## src/rtl/gpio_bus_pkg.sv

```systemverilog
package gpio_bus_pkg;

    localparam int PORT_W   = 8;
    localparam int SYNC_LEN = 2;

    typedef enum logic [1:0] {
        REG_PORT  = 2'd0,
        REG_LATCH = 2'd1,
        REG_DIR   = 2'd2,
        REG_MODE  = 2'd3
    } reg_sel_e;

    typedef enum logic [1:0] {
        SRC_GPIO      = 2'd0,
        SRC_BUS_MUX   = 2'd1,
        SRC_BUS_DEMUX = 2'd2
    } drive_src_e;

    function automatic drive_src_e pick_source(input logic bus_off, input logic muxed);
        if (bus_off)
            return SRC_GPIO;
        else if (muxed)
            return SRC_BUS_MUX;
        else
            return SRC_BUS_DEMUX;
    endfunction

endpackage

```

## src/rtl/gpio_regfile.sv

```systemverilog
module gpio_regfile
    import gpio_bus_pkg::*;
#(
    parameter int W = PORT_W
) (
    input  logic         clk,
    input  logic         rst,
    input  logic         wr_en,
    input  reg_sel_e     wr_sel,
    input  logic [W-1:0] wr_data,
    output logic [W-1:0] latch_q,
    output logic [W-1:0] dir_q,
    output logic         bus_dis_q
);

    always_ff @(posedge clk) begin
        if (rst) begin
            latch_q   <= '0;
            dir_q     <= '1;
            bus_dis_q <= 1'b0;
        end else if (wr_en) begin
            unique case (wr_sel)
                REG_PORT, REG_LATCH: latch_q   <= wr_data;
                REG_DIR:             dir_q     <= wr_data;
                REG_MODE:            bus_dis_q <= wr_data[0];
                default:             ;
            endcase
        end
    end

endmodule

```

## src/rtl/gpio_in_sync.sv

```systemverilog
module gpio_in_sync
    import gpio_bus_pkg::*;
#(
    parameter int W      = PORT_W,
    parameter int STAGES = SYNC_LEN
) (
    input  logic         clk,
    input  logic         rst,
    input  logic [W-1:0] raw_in,
    output logic [W-1:0] synced
);

    logic [W-1:0] chain_q [STAGES];

    always_ff @(posedge clk) begin
        if (rst) begin
            for (int s = 0; s < STAGES; s++) chain_q[s] <= '0;
        end else begin
            chain_q[0] <= raw_in;
            for (int s = 1; s < STAGES; s++) chain_q[s] <= chain_q[s-1];
        end
    end

    assign synced = chain_q[STAGES-1];

endmodule

```

## src/rtl/gpio_pin_mux.sv

```systemverilog
module gpio_pin_mux
    import gpio_bus_pkg::*;
#(
    parameter int W = PORT_W
) (
    input  drive_src_e   src,
    input  logic [W-1:0] latch,
    input  logic [W-1:0] dir,
    input  logic [W-1:0] bus_ad_out,
    input  logic         bus_ad_oe,
    input  logic [W-1:0] bus_addr_hi,
    output logic [W-1:0] pin_out,
    output logic [W-1:0] pin_oe
);

    for (genvar i = 0; i < W; i++) begin : g_pin
        always_comb begin
            unique case (src)
                SRC_GPIO: begin
                    pin_oe[i]  = ~dir[i];
                    pin_out[i] = ~dir[i] & latch[i];
                end
                SRC_BUS_MUX: begin
                    pin_oe[i]  = bus_ad_oe;
                    pin_out[i] = bus_ad_out[i];
                end
                default: begin
                    pin_oe[i]  = 1'b1;
                    pin_out[i] = bus_addr_hi[i];
                end
            endcase
        end
    end

endmodule

```

## src/rtl/gpio_bus_port.sv

```systemverilog
module gpio_bus_port
    import gpio_bus_pkg::*;
#(
    parameter int W = PORT_W
) (
    input  logic         clk,
    input  logic         rst,
    input  logic         reg_wr_en,
    input  logic [1:0]   reg_addr,
    input  logic [W-1:0] reg_wr_data,
    output logic [W-1:0] reg_rd_data,
    input  logic         bus_muxed,
    input  logic [W-1:0] bus_ad_out,
    input  logic         bus_ad_oe,
    input  logic [W-1:0] bus_addr_hi,
    output logic [W-1:0] bus_din,
    input  logic [W-1:0] pin_in,
    output logic [W-1:0] pin_out,
    output logic [W-1:0] pin_oe
);

    reg_sel_e     sel;
    drive_src_e   src;
    logic [W-1:0] latch_q;
    logic [W-1:0] dir_q;
    logic         bus_dis_q;
    logic [W-1:0] pin_sync;

    assign sel = reg_sel_e'(reg_addr);

    gpio_regfile #(.W(W)) regs_i (
        .clk       (clk),
        .rst       (rst),
        .wr_en     (reg_wr_en),
        .wr_sel    (sel),
        .wr_data   (reg_wr_data),
        .latch_q   (latch_q),
        .dir_q     (dir_q),
        .bus_dis_q (bus_dis_q)
    );

    gpio_in_sync #(.W(W), .STAGES(SYNC_LEN)) sync_i (
        .clk    (clk),
        .rst    (rst),
        .raw_in (pin_in),
        .synced (pin_sync)
    );

    assign src = pick_source(bus_dis_q, bus_muxed);

    gpio_pin_mux #(.W(W)) mux_i (
        .src         (src),
        .latch       (latch_q),
        .dir         (dir_q),
        .bus_ad_out  (bus_ad_out),
        .bus_ad_oe   (bus_ad_oe),
        .bus_addr_hi (bus_addr_hi),
        .pin_out     (pin_out),
        .pin_oe      (pin_oe)
    );

    assign bus_din = pin_in;

    always_comb begin
        unique case (sel)
            REG_PORT:  reg_rd_data = pin_sync;
            REG_LATCH: reg_rd_data = latch_q;
            REG_DIR:   reg_rd_data = dir_q;
            default:   reg_rd_data = {{(W-1){1'b0}}, bus_dis_q};
        endcase
    end

endmodule

```

## config.mk

```make
export PLATFORM = sky130hd
export DESIGN_NAME = gpio_bus_port
export DESIGN_NICKNAME = d
export VERILOG_FILES = /design/src/rtl/gpio_bus_pkg.sv /design/src/rtl/gpio_regfile.sv /design/src/rtl/gpio_in_sync.sv /design/src/rtl/gpio_pin_mux.sv /design/src/rtl/gpio_bus_port.sv
export SDC_FILE = /design/constraint.sdc
export NUM_CORES = 1
export LEC_CHECK = 0
export CAP_MARGIN = 20
export CORE_ASPECT_RATIO = 0.75
export CORE_MARGIN = 5
export CORE_UTILIZATION = 39
export CTS_CLUSTER_SIZE = 8
export DETAILED_ROUTE_END_ITERATION = 16
export PLACE_DENSITY = 0.84
export SLEW_MARGIN = 40
export SYNTH_ARGS = -nofsm -noshare
export SYNTH_HDL_FRONTEND = slang
export SYNTH_HIERARCHICAL = 1
export SYNTH_SLANG_ARGS = --single-unit
```

## constraint.sdc

```tcl
create_clock -name clk -period 1.3 [get_ports clk]
set_input_delay 0.26 -clock clk [delete_from_list [all_inputs] [get_ports clk]]
set_output_delay 0.26 -clock clk [all_outputs]
set_load 0.01 [all_outputs]
```

## After elaboration in Yosys (flattened, before gate mapping)

Memories as Yosys holds them, arrays and structs flattened.
Cells that the tools add are included.

- Equal/unequal tests: 4
- Multiplexer cells: 24
- Bitwise gates (word level): 18
- Reductions and logical operators: 6

Operators by type and width:

| kind | count |
|---|---|
| $pmux W1 S2 | 16 |
| $pmux W8 S3 | 1 |
| $mux W8 | 2 |
| $and A1 B1 Y1 | 8 |
| $not A1 Y1 | 8 |
| $reduce_and A2 Y1 | 3 |
| $eq A2 B1 Y1 const B | 2 |
| $eq A2 B2 Y1 const B | 2 |
| $logic_not A2 Y1 | 2 |
| $mux W2 | 2 |
| $mux W1 | 3 |
| $or A1 B1 Y1 | 2 |
| $reduce_or A2 Y1 | 1 |

- Register bits after elaboration: 17
- RAM bits: 16
- Input bits: 39
- Output and inout port bits: 32
- Word-level logic and storage cells: 56
- Memories: 1

Memory list:

| name | words | width | read ports | clocked after memory_dff | wr ports | RTL line | source |
|---|---|---|---|---|---|---|---|
| sync_i.chain_q | 2 | 8 | 2 | 0 | 2 | gpio_in_sync.sv:13 | `logic [W-1:0] chain_q [STAGES];` |

## Depth between registers and ports, before layout

- Word-level depth: 4
- Mapped depth: 4
- Gate-level depth less buffers: 3

## Cells and area by module

Netlist, hierarchy kept.

By module, submodules not included:

| module | instances | cells an instance | area an instance (sq um) | seq. area each (sq um) |
|---|---|---|---|---|
| gpio_regfile | 1 | 77 | 644.4 | 340.3 |
| gpio_in_sync | 1 | 41 | 524.3 | 320.3 |
| gpio_pin_mux | 1 | 54 | 344.1 | 0.0 |
| gpio_bus_port | 1 | 29 | 251.5 | 0.0 |

## Worst setup path after synthesis

Ideal clock, no wire load.

- Path type: register -> output
- From: register regs_i.bus_dis_q
- To: output pin_out[3]
- Data arrival time: 1.137 ns
- Setup slack: -0.097 ns
- Stages on the path, launching flop included: 5
- Buffers on the path: 1
- Cells stage by stage: dfxtp_1 -> nor2b_1 -> buf_6 -> or3b_1 -> a21oi_1

- Word-level cells in the longest chain between the ends: 3
- Elaborated cells on any way between the ends: 4
- Those cells by class: 1 x eq/ne; 2 x mux; 1 x reduce/logical

Ends and longest elaborated chain:

| item | RTL line | source |
|---|---|---|
| from (decl) | gpio_regfile.sv:13 | `output logic bus_dis_q` |
| from (signal assigned) | gpio_regfile.sv:25 | `REG_MODE: bus_dis_q <= wr_data[0];` |
| $mux W2 * | gpio_bus_pkg.sv:20 | `if (bus_off)` |
| via src[0] | gpio_bus_port.sv:23 | `drive_src_e src;` |
| $eq A2 B1 Y1 / $logic_not A2 Y1 (equally long branches) | gpio_pin_mux.sv:18 | `unique case (src)` |
| $pmux W1 S2 * | gpio_pin_mux.sv:18 |  |
| to (decl) | gpio_bus_port.sv:18 | `output logic [W-1:0] pin_out,` |

The timed path passes the listed nets; every way through them passes the cells marked *.

## Worst setup path after layout

- From: input bus_muxed
- To: output pin_out[5]

- Word-level cells in the longest chain between the ends: 4
- Elaborated cells on any way between the ends: 5
- Those cells by class: 1 x eq/ne; 3 x mux; 1 x reduce/logical

Ends and longest elaborated chain:

| item | RTL line | source |
|---|---|---|
| from (decl) | gpio_bus_port.sv:12 | `input logic bus_muxed,` |
| $mux W2 * | gpio_bus_pkg.sv:22 | `else if (muxed)` |
| $mux W2 * | gpio_bus_pkg.sv:20 |  |
| via src[0] | gpio_bus_port.sv:23 |  |
| $eq A2 B1 Y1 / $logic_not A2 Y1 (equally long branches) | gpio_pin_mux.sv:18 |  |
| $pmux W1 S2 * | gpio_pin_mux.sv:18 |  |

Marks and branches as above.

==> metrics.md <==
| Metric | Value |
|---|---|
| Post-synth cell types | `23` |
| PD cells | `850 nW/um^2` |
| HPWL after DPL | `3700 um` |
| Max_cap viols | `0` |
| R2R cell count | `5` |
| Die width | `87.7 um` |
| Die height | `68.2 um` |
| Final setup fails | `24` |
| Peak supply drop | `0.438 mV` |
| Initial antenna violation count | `0` |
| Most frequent cells in the layout | `clkdlybuf4s50_1 (35), buf_4 (27), dfxtp_1 (25)` |
| Worst Skew | `0.00485 ns` |
| Post-DR wirelength/cell | `14.9 um` |
| Vias in the first global route | `1,709` |
| Inst Count DP | `337` |
| Total GRT Usage | `18.0%` |
| 1st-pass router iterations | `4` |
| Root Driver | `clkbuf_8` |
| # fillers | `349` |
| Clk pin slew, worst setup/hold paths | `0.07 ns` |
| Core Region | `4410 um^2` |
| Worst setup EP type | `output port` |
| Syn_nets | `240` |
| Synth Area in Compound Gates | `16.0%` |
| Average cell area after synthesis | `8.78 um^2` |
| Post-synthesis simple-gate area fraction | `28.2%` |
| CTS tree | `built` |
| Multiplexer share of the synthesized area | `5.82%` |
| Non-filler cells, final | `357` |
| Worst path arrival time | `1.48 ns` |
| Static leakage | `0.00131 uW` |
| Post-synthesis adder-cell area fraction | `0%` |
| Global-route wire length before repair | `8170 um` |
| Post-synthesis xor/xnor area fraction | `0%` |
| Post-route setup slack | `-0.442 ns` |
| Post-Synthesis Cells | `201` |
| Hold Fails Final Rpt | `0` |
| Port-buffer cells | `70` |
| IO Count | `71` |
| Number of H-tree levels | `2` |
| Routed wire length | `5320 um` |
| DP Area | `2690 um^2` |
| Initial Util | `40.0%` |
| Largest family of logic cells by synthesized area | `simple AND/OR/NAND/NOR gates` |
| Post-Synthesis Cell Area | `1760 um^2` |
| Minimum clock period | `1.74 ns` |
| Inserted Diodes | `0` |
| Via count | `1,712` |
| Worst-Margin Slew | `0.260 ns` |
| Post-route design area | `3000 um^2` |
| Fin util | `68.0%` |
| Pin count of the biggest net entering global routing | `29` |
| YS warnings | `6` |
| Post-DRT Antenna Nets | `0` |
| Period utilization | `134%` |
| Critical path type | `in2out` |
| DR vias/cell | `4.80` |
| Multi-input logic area | `1040 um^2` |
| #FFs+latches synth | `33` |
| CTS Buffer Depth | `2` |
| Total grt overflow | `0` |
| Share of layout cells above drive strength 1 | `47.0%` |
| Max Slew Vio Count | `0` |
| Unrepaired setup endpoints after global routing | `yes` |
| Commonest non-fill, non-tap cell in the layout | `clkdlybuf4s50_1` |
| Sequential-to-total area share from yosys stat | `37.4%` |
| CTS Sinks | `33` |
| Worst endpoint required time | `1.04 ns` |
| Hold Path Cell Cnt | `1` |
| Area delta synth->final | `70.2%` |
| RePlAce Congestion | `0.893` |
| Hold Crit Class | `reg2reg` |
| TritonCTS Buffers | `5` |
| Total design power | `2550 uW` |
| Fmax | `574 MHz` |
| Setup TNS | `-7.18 ns` |
| Outcome | `complete, but fails checks` |
| Max FO, Critical Path | `8` |
| Final nets | `338` |
| Die area | `5980 um^2` |
| Register area | `673 um^2` |
| CP Launch Type | `primary input` |
| DRC violations left | `0` |
| FP Rows | `21` |
| Failing checks | `negative setup slack` |
| Clk_lat worst skew | `0.28 ns` |
| Worst slew margin | `82.6%` |
| Iteration-0 DRC count of the detailed router | `111` |
| # hold bufs at CTS | `0` |
## worst max-delay path, stage by stage
cell and delay (ns):
dlygate4sd2_1 0.29, nor2b_4 0.19, buf_12 0.13, or3b_4 0.37, a21oi_2 0.11, buf_2 0.13
## synth_stat cells
cell type / count / area share, %
a21o_1: 8 / 3.4
a21oi_1: 32 / 9.1
and2b_2: 6 / 3.0
buf_1: 1 / 0.21
buf_2: 6 / 1.7
buf_4: 18 / 7.7
buf_6: 4 / 2.6
clkbuf_1: 2 / 0.43
dfxtp_1: 33 / 37
mux2i_1: 8 / 4.5
mux4_2: 1 / 1.3
nand2_1: 16 / 3.4
nand2b_1: 10 / 3.5
nand3_1: 1 / 0.28
nand3b_2: 1 / 0.64
nor2_1: 10 / 2.1
nor2b_1: 14 / 5.0
nor2b_2: 7 / 3.5
nor3_1: 6 / 1.7
nor3_2: 2 / 1.1
o2bb2ai_1: 7 / 3.5
or3b_1: 4 / 2.0
or3b_2: 4 / 2.0
## layer usage
layer | share of wire, % | track usage [%] | vias to the layer above
li1 | - | - | 865
met1 | 44 | 22.5 | 771
met2 | 46 | 29.5 | 76
met3 | 10 | 6.26 | 0
met4 | 0 | 5.17 | 0
met5 | 0 | 0 | -
## where the power goes
group / leakage, uW / switching, uW / internal (uW) / total (uW)
clock network: 0.0000450 / 359 / 370 / 729
registers: 0.000269 / 20.8 / 1060 / 1080
logic: 0.000998 / 306 / 440 / 746
total: 0.00131 / 686 / 1870 / 2550
## stage by stage
| stage | setup WS, ns | hold WS, ns |
|---|---|---|
| floorplan | -0.0141 | 0.389 |
| global placement | -0.983 | 0.424 |
| CTS | -0.461 | 0.446 |
| detailed placement | -1.02 | 0.427 |
| finish | -0.442 | 0.441 |
| global route | -0.479 | 0.463 |
## sequential cells by signal, indices dropped and copies added, names as in the netlist
| name | flops |
|---|---|
| regs_i/bus_dis_q | 1 |
| regs_i/dir_q | 8 |
| regs_i/latch_q | 8 |
| sync_i/chain_q | 16 |
## kinds of logic after synthesis
family                 Yosys count
AOI/OAI and AO/OA               47
and+or+nand+nor                 81
DFF                             33
muxes                            9
buffers and inverters           31
## timing repair
item	CTS	global route
gates cloned	3	0
setup endpoints to repair	38	24
pin swaps	12	12
gates resized for setup	161	15
setup buffers	8	2
endpoints found under the hold margin	0	0
## cell type report
cell class	count	area share, %
flip-flops and latches	33	22.4
clock buffers	6	2.42
multi-input cells	138	34.7
repair buffers	121	37.8
clock inverters	2	0.333
well taps	57	2.37
## worst paths after layout
kind / end / startpoint / slack, ns
setup / recovery: pin_out[5] / bus_muxed / -0.44
hold / removal: sync_i/chain_q[0][10] / sync_i/chain_q[0][2] / 0.44
setup reg to reg: regs_i/bus_dis_q / regs_i/bus_dis_q / 0.29
hold reg to reg: sync_i/chain_q[0][10] / sync_i/chain_q[0][2] / 0.44
(Power assumes the default switching activity.)
